## config.mk

```make
export PLATFORM = sky130hd
export DESIGN_NAME = ckgen_top
export DESIGN_NICKNAME = d
export VERILOG_FILES = /design/src/rtl/ckgen_pkg.sv /design/src/rtl/ckgen_ring_fsm.sv /design/src/rtl/ckgen_chan_mode.sv /design/src/rtl/ckgen_chan_fsm.sv /design/src/rtl/ckgen_top.sv
export SDC_FILE = /design/constraint.sdc
export NUM_CORES = 1
export LEC_CHECK = 0
export BUFFER_PORTS_ARGS = -buffer_cell sky130_fd_sc_hd__buf_2
export CORE_ASPECT_RATIO = 1.25
export CORE_UTILIZATION = 50
export CTS_BUF_LIST = sky130_fd_sc_hd__clkbuf_8
export CTS_CLUSTER_DIAMETER = 150
export DETAILED_ROUTE_END_ITERATION = 6
export GPL_TIMING_DRIVEN = 0
export MAX_ROUTING_LAYER = met4
export PLACE_DENSITY = 0.66
export SKIP_LAST_GASP = 1
export SLEW_MARGIN = 5
export SYNTH_ARGS = -nofsm -noshare
export SYNTH_HDL_FRONTEND = slang
export SYNTH_SLANG_ARGS = --single-unit
```

## constraint.sdc

```tcl
create_clock -name clk -period 2.8 [get_ports clk]
set_clock_uncertainty 0.1 [all_clocks]
set_input_delay 0.84 -clock clk [delete_from_list [all_inputs] [get_ports clk]]
set_output_delay 0.84 -clock clk [all_outputs]
set_load 0.01 [all_outputs]
```

## src/rtl/ckgen_pkg.sv

```systemverilog
package ckgen_pkg;

    typedef enum logic [1:0] {
        RG_HOLD_HI = 2'd0,
        RG_HOLD_LO = 2'd1,
        RG_RUN_HI  = 2'd2,
        RG_RUN_LO  = 2'd3
    } ring_state_t;

    typedef enum logic [1:0] {
        CC_PARK = 2'd0,
        CC_HI   = 2'd1,
        CC_LO   = 2'd2
    } cc_state_t;

    localparam logic [3:0] RING_CODE_HIGH = 4'h0;
    localparam logic [3:0] RING_CODE_LOW  = 4'hF;

    localparam logic [1:0] CSEL_STATIC = 2'b00;
    localparam logic [1:0] CSEL_FAST   = 2'b01;
    localparam logic [1:0] CSEL_MID    = 2'b10;
    localparam logic [1:0] CSEL_SLOW   = 2'b11;

endpackage

```

## src/rtl/ckgen_ring_fsm.sv

```systemverilog
module ckgen_ring_fsm
    import ckgen_pkg::*;
#(
    parameter int UNIT_CYC = 32768
) (
    input  logic       clk,
    input  logic       rst,
    input  logic [3:0] t_code,
    output logic       ring_o,
    output logic       at_end_o
);
    localparam int MAX_PHASE = 14 * UNIT_CYC;
    localparam int CW        = $clog2(MAX_PHASE + 1);

    ring_state_t state_q, state_d;
    logic [CW-1:0] cnt_q, cnt_d;
    logic [3:0]    tcur_q, tcur_d;

    logic          code_hi, code_lo, cnt_zero;
    logic [CW-1:0] load_new, load_cur;

    assign code_hi  = (t_code == RING_CODE_HIGH);
    assign code_lo  = (t_code == RING_CODE_LOW);
    assign cnt_zero = (cnt_q == '0);
    assign load_new = CW'(t_code) * CW'(UNIT_CYC) - CW'(1);
    assign load_cur = CW'(tcur_q) * CW'(UNIT_CYC) - CW'(1);

    always_comb begin
        state_d = state_q;
        cnt_d   = cnt_q;
        tcur_d  = tcur_q;
        unique case (state_q)
            RG_HOLD_HI: begin
                cnt_d = '0;
                if (code_lo) begin
                    state_d = RG_HOLD_LO;
                end else if (!code_hi) begin
                    state_d = RG_RUN_HI;
                    cnt_d   = load_new;
                    tcur_d  = t_code;
                end
            end
            RG_HOLD_LO: begin
                cnt_d = '0;
                if (code_hi) begin
                    state_d = RG_HOLD_HI;
                end else if (!code_lo) begin
                    state_d = RG_RUN_HI;
                    cnt_d   = load_new;
                    tcur_d  = t_code;
                end
            end
            RG_RUN_HI: begin
                if (cnt_zero) begin
                    state_d = RG_RUN_LO;
                    cnt_d   = load_cur;
                end else begin
                    cnt_d = cnt_q - CW'(1);
                end
            end
            RG_RUN_LO: begin
                if (cnt_zero) begin
                    if (code_hi) begin
                        state_d = RG_HOLD_HI;
                        cnt_d   = '0;
                    end else if (code_lo) begin
                        state_d = RG_HOLD_LO;
                        cnt_d   = '0;
                    end else begin
                        state_d = RG_RUN_HI;
                        cnt_d   = load_new;
                        tcur_d  = t_code;
                    end
                end else begin
                    cnt_d = cnt_q - CW'(1);
                end
            end
            default: begin
                state_d = RG_HOLD_HI;
                cnt_d   = '0;
            end
        endcase
    end

    always_ff @(posedge clk) begin
        if (rst) begin
            state_q <= RG_HOLD_HI;
            cnt_q   <= '0;
            tcur_q  <= '0;
        end else begin
            state_q <= state_d;
            cnt_q   <= cnt_d;
            tcur_q  <= tcur_d;
        end
    end

    always_comb begin
        ring_o   = (state_q == RG_HOLD_HI) || (state_q == RG_RUN_HI);
        at_end_o = cnt_zero && ((state_q == RG_RUN_HI) || (state_q == RG_RUN_LO));
    end

endmodule

```

## src/rtl/ckgen_chan_mode.sv

```systemverilog
module ckgen_chan_mode
    import ckgen_pkg::*;
#(
    parameter int NCH       = 2,
    parameter int FAST_HALF = 1,
    parameter int MID_HALF  = 32,
    parameter int SLOW_HALF = 64,
    parameter int HW        = 7
) (
    input  logic [1:0]     sel,
    input  logic [NCH-1:0] pwr,
    output logic           running_o,
    output logic [HW-1:0]  half_o
);
    logic any_up;

    generate
        if (NCH == 1) begin : g_single
            assign any_up = pwr[0];
        end else begin : g_multi
            assign any_up = |pwr;
        end
    endgenerate

    always_comb begin
        running_o = 1'b0;
        half_o    = HW'(FAST_HALF);
        unique case (sel)
            CSEL_STATIC: running_o = 1'b0;
            CSEL_FAST: begin
                running_o = any_up;
                half_o    = HW'(FAST_HALF);
            end
            CSEL_MID: begin
                running_o = 1'b1;
                half_o    = HW'(MID_HALF);
            end
            CSEL_SLOW: begin
                running_o = 1'b1;
                half_o    = HW'(SLOW_HALF);
            end
            default: running_o = 1'b0;
        endcase
    end

endmodule

```

## src/rtl/ckgen_chan_fsm.sv

```systemverilog
module ckgen_chan_fsm
    import ckgen_pkg::*;
#(
    parameter int HW = 7
) (
    input  logic          clk,
    input  logic          rst,
    input  logic          running,
    input  logic [HW-1:0] half,
    output logic          chan_o,
    output logic          at_end_o,
    output logic          parked_o
);
    cc_state_t     state_q, state_d;
    logic [HW-1:0] cnt_q, cnt_d;
    logic          cnt_zero;
    logic [HW-1:0] load_val;

    assign cnt_zero = (cnt_q == '0);
    assign load_val = half - HW'(1);

    always_comb begin
        state_d = state_q;
        cnt_d   = cnt_q;
        unique case (state_q)
            CC_PARK: begin
                cnt_d = '0;
                if (running) begin
                    state_d = CC_LO;
                    cnt_d   = load_val;
                end
            end
            CC_HI: begin
                if (cnt_zero) begin
                    state_d = running ? CC_LO : CC_PARK;
                    cnt_d   = running ? load_val : '0;
                end else begin
                    cnt_d = cnt_q - HW'(1);
                end
            end
            CC_LO: begin
                if (cnt_zero) begin
                    state_d = running ? CC_HI : CC_PARK;
                    cnt_d   = running ? load_val : '0;
                end else begin
                    cnt_d = cnt_q - HW'(1);
                end
            end
            default: begin
                state_d = CC_PARK;
                cnt_d   = '0;
            end
        endcase
    end

    always_ff @(posedge clk) begin
        if (rst) begin
            state_q <= CC_PARK;
            cnt_q   <= '0;
        end else begin
            state_q <= state_d;
            cnt_q   <= cnt_d;
        end
    end

    always_comb begin
        chan_o   = (state_q != CC_LO);
        parked_o = (state_q == CC_PARK);
        at_end_o = cnt_zero && (state_q != CC_PARK);
    end

endmodule

```

## src/rtl/ckgen_top.sv

```systemverilog
module ckgen_top #(
    parameter int NCH       = 2,
    parameter int UNIT_CYC  = 32768,
    parameter int FAST_HALF = 1,
    parameter int MID_HALF  = 32,
    parameter int SLOW_HALF = 64
) (
    input  logic           clk,
    input  logic           rst,
    input  logic [3:0]     ring_t_i,
    input  logic [1:0]     chan_sel_i,
    input  logic [NCH-1:0] chan_pwr_i,
    output logic           ring_clk_o,
    output logic           chan_clk_o
);
    localparam int HALF_A   = (FAST_HALF > MID_HALF) ? FAST_HALF : MID_HALF;
    localparam int HALF_MAX = (HALF_A > SLOW_HALF) ? HALF_A : SLOW_HALF;
    localparam int HW       = $clog2(HALF_MAX + 1);

    logic          ring_end;
    logic          chan_end;
    logic          chan_parked;
    logic          chan_running;
    logic [HW-1:0] chan_half;

    ckgen_ring_fsm #(.UNIT_CYC(UNIT_CYC)) ring_i (
        .clk     (clk),
        .rst     (rst),
        .t_code  (ring_t_i),
        .ring_o  (ring_clk_o),
        .at_end_o(ring_end)
    );

    ckgen_chan_mode #(
        .NCH      (NCH),
        .FAST_HALF(FAST_HALF),
        .MID_HALF (MID_HALF),
        .SLOW_HALF(SLOW_HALF),
        .HW       (HW)
    ) mode_i (
        .sel      (chan_sel_i),
        .pwr      (chan_pwr_i),
        .running_o(chan_running),
        .half_o   (chan_half)
    );

    ckgen_chan_fsm #(.HW(HW)) chan_i (
        .clk     (clk),
        .rst     (rst),
        .running (chan_running),
        .half    (chan_half),
        .chan_o  (chan_clk_o),
        .at_end_o(chan_end),
        .parked_o(chan_parked)
    );

endmodule

```

==> metrics.txt <==
# TYPE chip_impl_metric gauge
chip_impl_info{name="run_status",value="finished, final reports clean"} 1
chip_impl_metric{name="grt_first_pass_wirelength",unit="µm"} 7310
chip_impl_info{name="hold_path.class",value="flop to flop"} 1
chip_impl_metric{name="period_share",unit=""} 0.941
chip_impl_metric{name="post_route_ant_nets",unit=""} 0
chip_impl_metric{name="starting_density",unit=""} 0.527
chip_impl_metric{name="report.final.slew_viol_count",unit=""} 0
chip_impl_metric{name="syn-mean-instance-area",unit="µm²"} 8.21
chip_impl_metric{name="setup_viol_count_final",unit=""} 0
chip_impl_metric{name="antennaDiodeCount",unit=""} 0
chip_impl_metric{name="placementRows",unit=""} 25
chip_impl_info{name="timing.setup.critical_path_class",value="input port to flop"} 1
chip_impl_metric{name="wl_per_cell",unit="µm"} 13.9
chip_impl_metric{name="synth_edf_count",unit=""} 0
chip_impl_info{name="yosysMostFrequentCell",value="dfxtp_1"} 1
chip_impl_metric{name="muxShareOfSynthArea",unit=""} 0.00502
chip_impl_metric{name="finalHoldWorstSlack",unit="ns"} 0.343
chip_impl_metric{name="post_synth_xor_area_fraction",unit=""} 0.0571
chip_impl_metric{name="cts_setup_buffers",unit=""} 0
chip_impl_info{name="synth_top_cell_by_area",value="dfxtp_1"} 1
chip_impl_metric{name="fraction_of_the_mapped_netlist_area_in_simple_logic_gates",unit=""} 0.223
chip_impl_metric{name="crit_fanout",unit=""} 9
chip_impl_metric{name="routed_wl",unit="µm"} 4340
chip_impl_metric{name="final_layout_size_suffix_gt1_frac",unit=""} 0.124
chip_impl_metric{name="grt_antenna_before_repair",unit=""} 0
chip_impl_info{name="critical_path.endpoint_type",value="flop"} 1
chip_impl_metric{name="drt-pass1-iter-count",unit=""} 4
chip_impl_metric{name="portBuffers",unit=""} 8
chip_impl_metric{name="ys_ff_latch",unit=""} 34
chip_impl_metric{name="critical-path-max-stage-delay",unit="ns"} 0.64
chip_impl_metric{name="synth.yosys.seq_area_share",unit=""} 0.341
chip_impl_metric{name="fin_crit",unit="ns"} 2.64
chip_impl_metric{name="synth-adder-area-share",unit=""} 0.0502
chip_impl_info{name="tritoncts_clock_tree",value="built"} 1
chip_impl_metric{name="worst_ep_required_time",unit="ns"} 2.84
chip_impl_metric{name="synthesis.area",unit="µm²"} 1990
chip_impl_metric{name="width_of_the_chip",unit="µm"} 58.5
chip_impl_info{name="clk_root_buffer_cell",value="clkbuf_8"} 1
chip_impl_metric{name="fmax",unit="GHz"} 0.379
chip_impl_metric{name="grt_use_total",unit=""} 0.232
chip_impl_metric{name="final.setup.tns",unit="ns"} 0
chip_impl_metric{name="crit_buf_inv",unit=""} 1
chip_impl_metric{name="vias_per_cell",unit=""} 5.66
chip_impl_metric{name="synth-async-reset-ratio",unit=""} 0
chip_impl_metric{name="num_vias",unit=""} 1773
chip_impl_metric{name="detailedRoute.firstIterationViolations",unit=""} 131
chip_impl_metric{name="placedInstanceArea",unit="µm²"} 2100
chip_impl_metric{name="ir_worst_vdd",unit="mV"} 0.474
chip_impl_metric{name="worstPathArrival",unit="ns"} 2.68
chip_impl_metric{name="synth_top_area_share",unit=""} 0.341
chip_impl_metric{name="hpwl_dp",unit="µm"} 3240
chip_impl_metric{name="area_added_between_synthesis_and_finish",unit="%"} 9.97
chip_impl_metric{name="ys_types",unit=""} 53
chip_impl_info{name="synth_commonest_cells",value="dfxtp_1 (34), a21oi_1 (30), nor2_1 (24)"} 1
chip_impl_info{name="synth-main-ff-cell",value="dfxtp_1"} 1
chip_impl_metric{name="global_route.overflow_total",unit=""} 0
chip_impl_info{name="critical_path.slowest_cell",value="o21ai_0"} 1
chip_impl_metric{name="grt_pass1_vias",unit=""} 1613
chip_impl_metric{name="clk_lat_worst_skew",unit="ns"} 0.28
chip_impl_metric{name="design.core.area",unit="µm²"} 3780
chip_impl_info{name="cell_family_with_most_cp_delay",value="compound AO/OA/AOI/OAI gates"} 1
chip_impl_info{name="synth.area.top_cells",value="dfxtp_1 (34%), a21oi_1 (7.5%), ha_1 (5.0%)"} 1
chip_impl_metric{name="chipHeight",unit="µm"} 72.6
chip_impl_metric{name="num_io_pins",unit=""} 12
chip_impl_metric{name="power_leakage",unit="nW"} 0.804
chip_impl_info{name="rsz0062_at_grt",value="false"} 1
chip_impl_metric{name="pwr_density_cell",unit="nW/µm²"} 692
chip_impl_metric{name="max_slew_margin",unit=""} 0.472
chip_impl_metric{name="num-nets-final",unit=""} 276
chip_impl_metric{name="postSynthNetCount",unit=""} 261
chip_impl_info{name="worst_setup_path_start_kind",value="input port"} 1
chip_impl_metric{name="drv.max_cap_violation_count",unit=""} 0
chip_impl_metric{name="clk_pin_slew_worst_paths",unit="ns"} 0.06
chip_impl_metric{name="tightest_slew",unit="ns"} 0.783
chip_impl_metric{name="synthCells",unit=""} 243
chip_impl_metric{name="ys.warnings.count",unit=""} 0
chip_impl_metric{name="post-route-drc-count",unit=""} 0
chip_impl_metric{name="post_synthesis_compound_gate_area_fraction",unit=""} 0.264
chip_impl_metric{name="pin_count_of_the_biggest_net_entering_global_routing",unit=""} 11
chip_impl_metric{name="max-clock-path-buffers",unit=""} 2
chip_impl_info{name="worstPathCellList",value="clkbuf_1 -> or3_1 -> o21ai_0 -> a41oi_1 -> o211ai_1 -> a21oi_1"} 1
chip_impl_metric{name="die_area",unit="µm²"} 4250
chip_impl_metric{name="hold_viol",unit=""} 0
chip_impl_metric{name="cts_inserted_buffers",unit=""} 5
chip_impl_metric{name="gp_congestion",unit=""} 0.954
chip_impl_metric{name="postLayoutCellArea",unit="µm²"} 2190
chip_impl_metric{name="cts_resized",unit=""} 0
chip_impl_metric{name="numClockSinks",unit=""} 34
chip_impl_metric{name="htreeDepth",unit=""} 2
chip_impl_info{name="synth_top_family_by_area",value="compound AO/OA/AOI/OAI gates"} 1
chip_impl_metric{name="postCtsHoldBufs",unit=""} 0
where the power goes:
group,switching (W),total [W],internal [W],leakage (nW)
registers,0.0000739,0.000630,0.000556,0.282
clock network,0.000170,0.000365,0.000195,0.0524
logic,0.000292,0.000522,0.000231,0.469
registers in the layout, indices dropped and copies added, names as in the netlist:
name,cells
ring_i.state_q,2
ring_i.tcur_q,4
chan_i.state_q,2
ring_i.cnt_q,19
chan_i.cnt_q,7
cells in the final DEF, fill, tap and decap left out, types with 4 or more instances in the layout:
master	instances
a21oi_1	30
a31oi_1	6
buf_2	8
clkbuf_1	7
clkbuf_8	6
dfxtp_1	34
ha_1	8
inv_1	16
nand2_1	12
nand3_1	10
nor2_1	24
nor3_1	8
nor4_1	4
o21ai_0	13
or2_2	5
xnor2_1	11
area by class of cell:
| class | instances | area [µm²] |
|---|---|---|
| inverters | 16 | 60.1 |
| repair buffers | 8 | 40.0 |
| clock inverters | 2 | 8.76 |
| multi-input cells | 184 | 1200 |
| flip-flops and latches | 34 | 681 |
| clock buffers | 6 | 82.6 |
| fillers | 354 | 1590 |
| plain buffers | 9 | 57.6 |
| well taps | 54 | 67.6 |
per-layer routing:
metal	up-vias	track usage	part of all wire
met5	-	-	0
met2	49	0.383	0.48
met3	8	0.0426	0.035
met4	0	0.0926	0.018
met1	796	0.277	0.47
li1	920	-	-
worst paths after layout:
check	startpoint	endpoint	slack (ns)	cells after the start
worst max-delay path	ring_t_i[1]	ring_i.cnt_q[12]$_SDFF_PP0_	0.16	6
worst min-delay path	chan_i.cnt_q[6]$_SDFF_PP0_	chan_i.cnt_q[6]$_SDFF_PP0_	0.34	2
worst max register to register	ring_i.cnt_q[10]$_SDFF_PP0_	ring_i.cnt_q[10]$_SDFF_PP0_	0.45	6
worst min register to register	chan_i.cnt_q[6]$_SDFF_PP0_	chan_i.cnt_q[6]$_SDFF_PP0_	0.34	2
through the flow:
step | util | setup WS [ns] | std cells | power [W]
floorplan | - | 0.426 | 243 | 0.00105
global placement | 0.555 | -0.0244 | 305 | 0.00115
detailed placement | 0.555 | -0.0135 | 305 | 0.00116
CTS | 0.580 | 0.284 | 313 | 0.00153
global route | 0.580 | 0.0596 | 313 | 0.00164
finish | 0.580 | 0.165 | 313 | 0.00152
tightest hold or removal path: stages, from the launching register on:
cell and delay (ns):
dfxtp_1 0.31, nand2_1 0.05, a211oi_1 0.04
logic make-up after synthesis:
family                     after synthesis
adders and majority gates                8
and+or+nand+nor                         82
DFF                                     34
muxes                                    1
buffers and inverters                   25
AOI/OAI and AO/OA                       80
xor gates and xnor gates                13
Power figures use the tool's default switching activity.
